### src/rtl/adc_link_pkg.sv
package adc_link_pkg;
   localparam int FRAME_W  = 16;
   localparam int GO_POS   = FRAME_W - 1;
   localparam int DIV_HI   = FRAME_W - 2;
   localparam int DIV_LO   = FRAME_W - 3;
   localparam int CHAN_POS = FRAME_W - 4;

   typedef enum logic [1:0] {
      DIV_BY1     = 2'b00,
      DIV_BY2     = 2'b01,
      DIV_BY4     = 2'b10,
      DIV_BY4_ALT = 2'b11
   } div_code_e;

   typedef struct packed {
      div_code_e div;
      logic      chan;
   } conv_cfg_t;

   // terminal value of the prescaler for a divider code
   function automatic logic [1:0] div_limit(div_code_e c);
      case (c)
         DIV_BY1: return 2'd0;
         DIV_BY2: return 2'd1;
         default: return 2'd3;
      endcase
   endfunction
endpackage

### src/rtl/adc_link_sync.sv
module adc_link_sync #(
   parameter int               WIDTH   = 1,
   parameter int               STAGES  = 2,
   parameter logic [WIDTH-1:0] RST_VAL = '0
) (
   input  logic             clk,
   input  logic             rst_n,
   input  logic [WIDTH-1:0] d,
   output logic [WIDTH-1:0] q
);
   if (STAGES < 2) begin : g_bad_stages
      $error("adc_link_sync: STAGES must be at least 2");
   end
   if (WIDTH < 1) begin : g_bad_width
      $error("adc_link_sync: WIDTH must be positive");
   end

   logic [STAGES-1:0][WIDTH-1:0] stg;

   always_ff @(posedge clk or negedge rst_n) begin
      if (!rst_n) stg <= {STAGES{RST_VAL}};
      else        stg <= {stg[STAGES-2:0], d};
   end

   assign q = stg[STAGES-1];
endmodule

### src/rtl/adc_link_shift.sv
module adc_link_shift #(
   parameter int FRAME_W = 16
) (
   input  logic               clk,
   input  logic               rst_n,
   input  logic               cs_n_s,
   input  logic               sclk_s,
   input  logic               sdi_s,
   input  logic [FRAME_W-1:0] tx_word,
   output logic               sdo,
   output logic               sdo_oe,
   output logic               cs_fall,
   output logic               frame_end,
   output logic               frame_full,
   output logic [FRAME_W-1:0] rx_word
);
   localparam int CNT_W = $clog2(FRAME_W + 2);
   localparam logic [CNT_W-1:0] CNT_FULL = CNT_W'(FRAME_W);
   localparam logic [CNT_W-1:0] CNT_SAT  = CNT_W'(FRAME_W + 1);

   if (FRAME_W < 2) begin : g_bad_frame
      $error("adc_link_shift: FRAME_W too small");
   end

   logic               cs_q, sclk_q;
   logic               cs_rise, sclk_rise, sclk_fall;
   logic [FRAME_W-1:0] tx_sh;
   logic [CNT_W-1:0]   bit_cnt;

   assign cs_fall   = cs_q & ~cs_n_s;
   assign cs_rise   = ~cs_q & cs_n_s;
   assign sclk_rise = ~sclk_q & sclk_s & ~cs_n_s;
   assign sclk_fall = sclk_q & ~sclk_s & ~cs_n_s;

   always_ff @(posedge clk or negedge rst_n) begin
      if (!rst_n) begin
         cs_q    <= 1'b1;
         sclk_q  <= 1'b0;
         tx_sh   <= '0;
         rx_word <= '0;
         bit_cnt <= '0;
         sdo_oe  <= 1'b0;
      end else begin
         cs_q   <= cs_n_s;
         sclk_q <= sclk_s;
         if (cs_fall) begin
            tx_sh   <= tx_word;
            rx_word <= '0;
            bit_cnt <= '0;
            sdo_oe  <= 1'b1;
         end else if (cs_rise) begin
            sdo_oe <= 1'b0;
         end else if (!cs_n_s) begin
            if (sclk_rise) begin
               rx_word <= {rx_word[FRAME_W-2:0], sdi_s};
               if (bit_cnt != CNT_SAT) bit_cnt <= bit_cnt + 1'b1;
            end
            if (sclk_fall) tx_sh <= {tx_sh[FRAME_W-2:0], 1'b0};
         end
      end
   end

   assign sdo        = tx_sh[FRAME_W-1];
   assign frame_end  = cs_rise;
   assign frame_full = (bit_cnt == CNT_FULL);

   // readout bit only moves on a falling serial edge or a frame load
   p_sdo_hold_r2: assert property (@(posedge clk) disable iff (!rst_n)
      (!sclk_fall && !cs_fall) |=> $stable(sdo));
   // output disabled once chip select has been high for two samples
   p_oe_idle_r9: assert property (@(posedge clk) disable iff (!rst_n)
      (cs_n_s && cs_q) |-> !sdo_oe);
endmodule

### src/rtl/adc_link_fmt.sv
module adc_link_fmt #(
   parameter int RES_W  = 16,
   parameter int DATA_W = 14
) (
   input  logic signed [RES_W-1:0]  sample,
   output logic        [DATA_W+1:0] word
);
   if (RES_W < DATA_W + 1) begin : g_bad_width
      $error("adc_link_fmt: RES_W must exceed DATA_W");
   end

   logic over;

   if (RES_W == DATA_W + 1) begin : g_fit
      assign over = 1'b0;
   end else begin : g_wide
      localparam logic signed [RES_W-1:0] HI = RES_W'((1 << DATA_W) - 1);
      localparam logic signed [RES_W-1:0] LO = RES_W'(-(1 << DATA_W));
      assign over = (sample > HI) || (sample < LO);
   end

   assign word = {sample[RES_W-1], over, sample[DATA_W-1:0]};
endmodule

### src/rtl/adc_link_conv.sv
module adc_link_conv
   import adc_link_pkg::*;
#(
   parameter int CONV_CYCLES = 64,
   parameter int WORD_W      = 16
) (
   input  logic              clk,
   input  logic              rst_n,
   input  logic              start,
   input  logic              abort_req,
   input  div_code_e         code,
   input  logic [WORD_W-1:0] fmt_word,
   output logic              busy_n,
   output logic [WORD_W-1:0] res_word
);
   localparam int CNT_W = (CONV_CYCLES > 1) ? $clog2(CONV_CYCLES) : 1;
   localparam logic [CNT_W-1:0] LAST = CNT_W'(CONV_CYCLES - 1);

   if (CONV_CYCLES < 1) begin : g_bad_len
      $error("adc_link_conv: CONV_CYCLES must be at least 1");
   end

   logic             running;
   logic [1:0]       pre;
   logic [1:0]       lim;
   logic [CNT_W-1:0] cnt;

   assign lim = div_limit(code);

   always_ff @(posedge clk or negedge rst_n) begin
      if (!rst_n) begin
         running  <= 1'b0;
         pre      <= '0;
         cnt      <= '0;
         res_word <= '0;
      end else if (abort_req && running) begin
         running <= 1'b0;
      end else if (start && !running) begin
         running <= 1'b1;
         pre     <= '0;
         cnt     <= '0;
      end else if (running) begin
         if (pre == lim) begin
            pre <= '0;
            if (cnt == LAST) begin
               running  <= 1'b0;
               res_word <= fmt_word;
            end else begin
               cnt <= cnt + 1'b1;
            end
         end else begin
            pre <= pre + 1'b1;
         end
      end
   end

   assign busy_n = ~running;

   // prescaler never passes the selected ratio
   p_pre_bound_r6: assert property (@(posedge clk) disable iff (!rst_n)
      pre <= lim);
   // abort ends a running conversion on the next edge
   p_abort_idle_r8: assert property (@(posedge clk) disable iff (!rst_n)
      (abort_req && !busy_n) |=> busy_n);
   // an accepted start makes busy low
   p_start_busy_r5: assert property (@(posedge clk) disable iff (!rst_n)
      (start && busy_n && !abort_req) |=> !busy_n);
   // result only moves at the end of a conversion
   p_res_idle_r8: assert property (@(posedge clk) disable iff (!rst_n)
      (busy_n && $past(busy_n)) |-> $stable(res_word));
endmodule

### src/rtl/adc_link_port.sv
module adc_link_port
   import adc_link_pkg::*;
#(
   parameter int CONV_CYCLES = 64,
   parameter int SYNC_STAGES = 2,
   parameter int DATA_W      = 14,
   parameter int RES_W       = 16
) (
   input  logic                    clk,
   input  logic                    rst_n,
   input  logic                    cs_n,
   input  logic                    sclk,
   input  logic                    sdi,
   input  logic signed [RES_W-1:0] sample_in,
   output logic                    sdo,
   output logic                    sdo_oe,
   output logic                    busy_n,
   output logic                    chan_sel
);
   if (FRAME_W != DATA_W + 2) begin : g_bad_frame
      $error("adc_link_port: frame must hold sign, flag and data bits");
   end

   logic               cs_n_s, sclk_s, sdi_s;
   logic               cs_fall, frame_end, frame_full;
   logic               start;
   logic [FRAME_W-1:0] rx_word, res_word, fmt_word;
   conv_cfg_t          cfg;
   logic               unused_rx;

   adc_link_sync #(
      .WIDTH   (3),
      .STAGES  (SYNC_STAGES),
      .RST_VAL (3'b100)
   ) u_sync (
      .clk   (clk),
      .rst_n (rst_n),
      .d     ({cs_n, sclk, sdi}),
      .q     ({cs_n_s, sclk_s, sdi_s})
   );

   adc_link_shift #(.FRAME_W(FRAME_W)) u_shift (
      .clk        (clk),
      .rst_n      (rst_n),
      .cs_n_s     (cs_n_s),
      .sclk_s     (sclk_s),
      .sdi_s      (sdi_s),
      .tx_word    (res_word),
      .sdo        (sdo),
      .sdo_oe     (sdo_oe),
      .cs_fall    (cs_fall),
      .frame_end  (frame_end),
      .frame_full (frame_full),
      .rx_word    (rx_word)
   );

   adc_link_fmt #(.RES_W(RES_W), .DATA_W(DATA_W)) u_fmt (
      .sample (sample_in),
      .word   (fmt_word)
   );

   assign start = frame_end && frame_full && rx_word[GO_POS];

   always_ff @(posedge clk or negedge rst_n) begin
      if (!rst_n) cfg <= '{div: DIV_BY1, chan: 1'b0};
      else if (start)
         cfg <= '{div: div_code_e'(rx_word[DIV_HI:DIV_LO]), chan: rx_word[CHAN_POS]};
   end

   adc_link_conv #(.CONV_CYCLES(CONV_CYCLES), .WORD_W(FRAME_W)) u_conv (
      .clk       (clk),
      .rst_n     (rst_n),
      .start     (start),
      .abort_req (cs_fall),
      .code      (cfg.div),
      .fmt_word  (fmt_word),
      .busy_n    (busy_n),
      .res_word  (res_word)
   );

   assign chan_sel  = cfg.chan;
   assign unused_rx = ^rx_word[CHAN_POS-1:0];

   // settings move only with an accepted start
   p_cfg_hold_r5: assert property (@(posedge clk) disable iff (!rst_n)
      !start |=> $stable(cfg));
endmodule

### config.mk
export PLATFORM = sky130hd
export DESIGN_NAME = adc_link_port
export DESIGN_NICKNAME = d
export VERILOG_FILES = /design/src/rtl/adc_link_pkg.sv /design/src/rtl/adc_link_sync.sv /design/src/rtl/adc_link_shift.sv /design/src/rtl/adc_link_fmt.sv /design/src/rtl/adc_link_conv.sv /design/src/rtl/adc_link_port.sv
export SDC_FILE = /design/constraint.sdc
export NUM_CORES = 1
export LEC_CHECK = 0
export ABC_AREA = 1
export BUFFER_PORTS_ARGS = -buffer_cell sky130_fd_sc_hd__buf_2
export CAP_MARGIN = 10
export CORE_MARGIN = 5
export CORE_UTILIZATION = 25
export DETAILED_ROUTE_END_ITERATION = 6
export HOLD_SLACK_MARGIN = 0.05
export PLACE_DENSITY = 0.39
export SLEW_MARGIN = 15
export SYNTH_ARGS = -nofsm -noshare
export SYNTH_HDL_FRONTEND = slang
export SYNTH_SLANG_ARGS = --single-unit
### constraint.sdc
create_clock -name clk -period 5.96 [get_ports clk]
set_clock_uncertainty 0.15 [all_clocks]
set_input_delay 0.894 -clock clk [delete_from_list [all_inputs] [get_ports clk]]
set_output_delay 0.894 -clock clk [all_outputs]
set_load 0.01 [all_outputs]
==> results.txt <==
status -> complete, no violations
CTS resizes -> 0
largest net degree at the start of global routing -> 75
Post-Synthesis Cells -> 363
via count -> 2,450
syn nets -> 391
post-route setup TNS -> 0 ps
CTS tree -> built
critical path launch point -> u_shift.cs_q
CP Cell Sequence -> ha_1 > inv_1 > nand2_1 > nand2_1 > nand2_1 > o21ai_1
PwrDens -> 322.1 nW/um2
Comb pwr share -> 10.2%
I/O pin cnt -> 25
number of vias per cell -> 4.344
routed len/inst -> 12.56 um
sw frac -> 25.38%
synthesized area per cell -> 9.355 um2
area occupied by multi-input gates -> 1363 um2
reg2reg start -> u_shift.cs_q
gr ovfl total -> 0
num rows -> 42
vias in the first global route -> 2,474
CP most frequent cell -> nand2_1
core area -> 13,300 um2
starting density of the core -> 25.54%
Post-Synthesis Cell Area -> 3396 um2
Final Max Tran Viols -> 0
CP Class -> register to register
CTS root buffer -> clkbuf_16
Slew HR -> 26.69%
Hold Vio Cnt, Final -> 0
CTS Buf Count -> 9
port buffer count -> 24
delay of the slowest cell on the worst path -> 880 ps
HP Class -> register to register
dominant cells by area after synthesis -> dfrtp_1, nand2_1, mux2i_1, o21ai_1, nand3_1
Seq cells post-synth -> 74
library cells used by synthesis -> 29
global-route wire length before repair -> 12,300 um
CTS Hold Buffers Added -> 0
Reg clk slew, reported paths -> 60 ps
Fillers -> 1,415
worst-case clock buffer depth -> 2
RePlAce Congestion -> 0.6775
RSZ-0062 raised after global routing -> false
FF/Latch Area -> 1856 um2
Required @ worst endpoint -> 5990 ps
Clock Sink Count -> 74
P_int -> 0.9489 mW
drt pass-1 iters -> 4
Hold Path Origin -> u_sync.stg[0]
DRT Wirelength -> 7086 um
Clock power frac -> 43.6%
sequential fraction of design power -> 46.2%
Power, Total -> 1.272 mW
postcts setup bufs -> 0
worst skew pair latency -> 340 ps
Buf/Inv on CP -> 1
Switch Pwr -> 0.3227 mW
# diodes -> 0
Yosys top cell by area -> dfrtp_1
final setup fails -> 0
Max Clock Freq -> 0.2923 GHz
critical path launch point type -> register
DRC -> 0
initial antenna violation count -> 0
Critical Path Fanout Max -> 31
leading cell types in the layout, fill and taps excluded -> nand2_1, dfrtp_1, o21ai_1
post-DP HPWL -> 4611 um
max-cap viol count -> 0
Peak VDD IR -> 0.0001064 V
register area share after synthesis -> 54.64%
Die W -> 126.5 um
DIE HEIGHT -> 126.5 um
share of cells above drive strength 1 -> 14.18%
Final ANT Viol Nets -> 0
nets -> 411
die footprint -> 16,010 um2
CP max stage cell -> ha_1
Final Critical Period -> 3421 ps
Yosys top cell area share -> 52.32%
Crit path max-delay family -> simple AND/OR/NAND/NOR gates
Worst setup EP type -> register
CP arrival -> 3450 ps
Yosys Warn Count -> 0
initial drt markers -> 83
H-tree Lvls -> 3
actual slew at the worst max-slew pin -> 1100 ps
total track usage -> 9.690%
most common cell after layout, fill and taps aside -> nand2_1
period utilization -> 57.39%
synthesis-to-layout area growth -> 16.25%
Leakage -> 1.901 nW
==> sequential cells by signal (all words and copies together) (netlist names), 2 cells and up <==
signal,cells
u_sync.stg,3
u_conv.res_word,16
u_conv.cnt,6
u_shift.bit_cnt,5
u_sync.q,3
u_shift.tx_sh,16
u_conv.pre,2
u_shift.rx_word,16
cfg,2
==> final timing paths <==
| path | end | slack (ps) | cells after the start |
|---|---|---|---|
| worst max-delay path | u_shift.tx_sh[11] | 2540 | 6 |
| worst min-delay path | u_sync.q[0] | 200 | 0 |
| worst max register to register | u_shift.tx_sh[11] | 2540 | 6 |
| worst min register to register | u_sync.q[0] | 200 | 0 |
| max in group asynchronous | u_shift.tx_sh[11] | 4500 | 1 |
| min in group asynchronous | u_shift.rx_word[1] | 550 | 1 |
==> layer usage <==
metal / vias up / part of all wire, % / GRT usage [%]
met5: - / 0 / 0
met4: 0 / 2.4 / 4.921
met3: 15 / 3.7 / 3.069
met2: 28 / 45 / 14.57
met1: 1155 / 49 / 12.52
li1: 1252 / - / -
==> Yosys cell counts (all sizes together) <==
master	number
xnor2	2
o31ai	1
mux2i	15
o21bai	1
nand4	18
buf	12
xor2	5
a21oi	3
clkbuf	3
nor2	17
nand2	111
inv	20
clkinv	1
ha	7
o21ai	43
nand3	30
dfstp	3
dfrtp	71
==> layout make-up <==
| type | count | area share [%] |
|---|---|---|
| repair buffers | 24 | 3.106 |
| clock inverters | 5 | 1.331 |
| flip-flops and latches | 74 | 47.00 |
| clock buffers | 11 | 6.403 |
| multi-input cells | 253 | 34.52 |
| well taps | 176 | 5.578 |
| inverters | 21 | 2.060 |
==> stage by stage <==
step,utilization (%),worst slack [ps],hold slack (ps),cells,cell area [um2]
after floorplan,-,4074,181.2,363,3396
after global placement,27.40,2510,184.4,548,3642
after detailed placement,27.40,2391,197.2,548,3642
after CTS,29.69,2410,210.1,564,3948
after global routing,29.69,2064,208.8,564,3948
final,29.69,2539,203.3,564,3948
==> power groups by stage <==
stage	Clock [mW]	Combinational, mW	Sequential (mW)
2_1_floorplan	0	0.0952	0.587
3_3_place_gp	0	0.129	0.595
3_5_place_dp	0	0.134	0.595
4_1_cts	0.575	0.134	0.587
5_1_grt	0.597	0.153	0.594
6_report	0.555	0.130	0.587
==> kinds of logic after synthesis <==
logic type                 synth area share [%]
adders and majority gates                 2.579
AOI/OAI and AO/OA                         7.627
buffers and inverters                     5.232
xor gates and xnor gates                  1.805
and+or+nand+nor                           23.69
DFF                                       54.64
muxes                                     4.421
No activity file was read; power rests on OpenSTA's default activity.
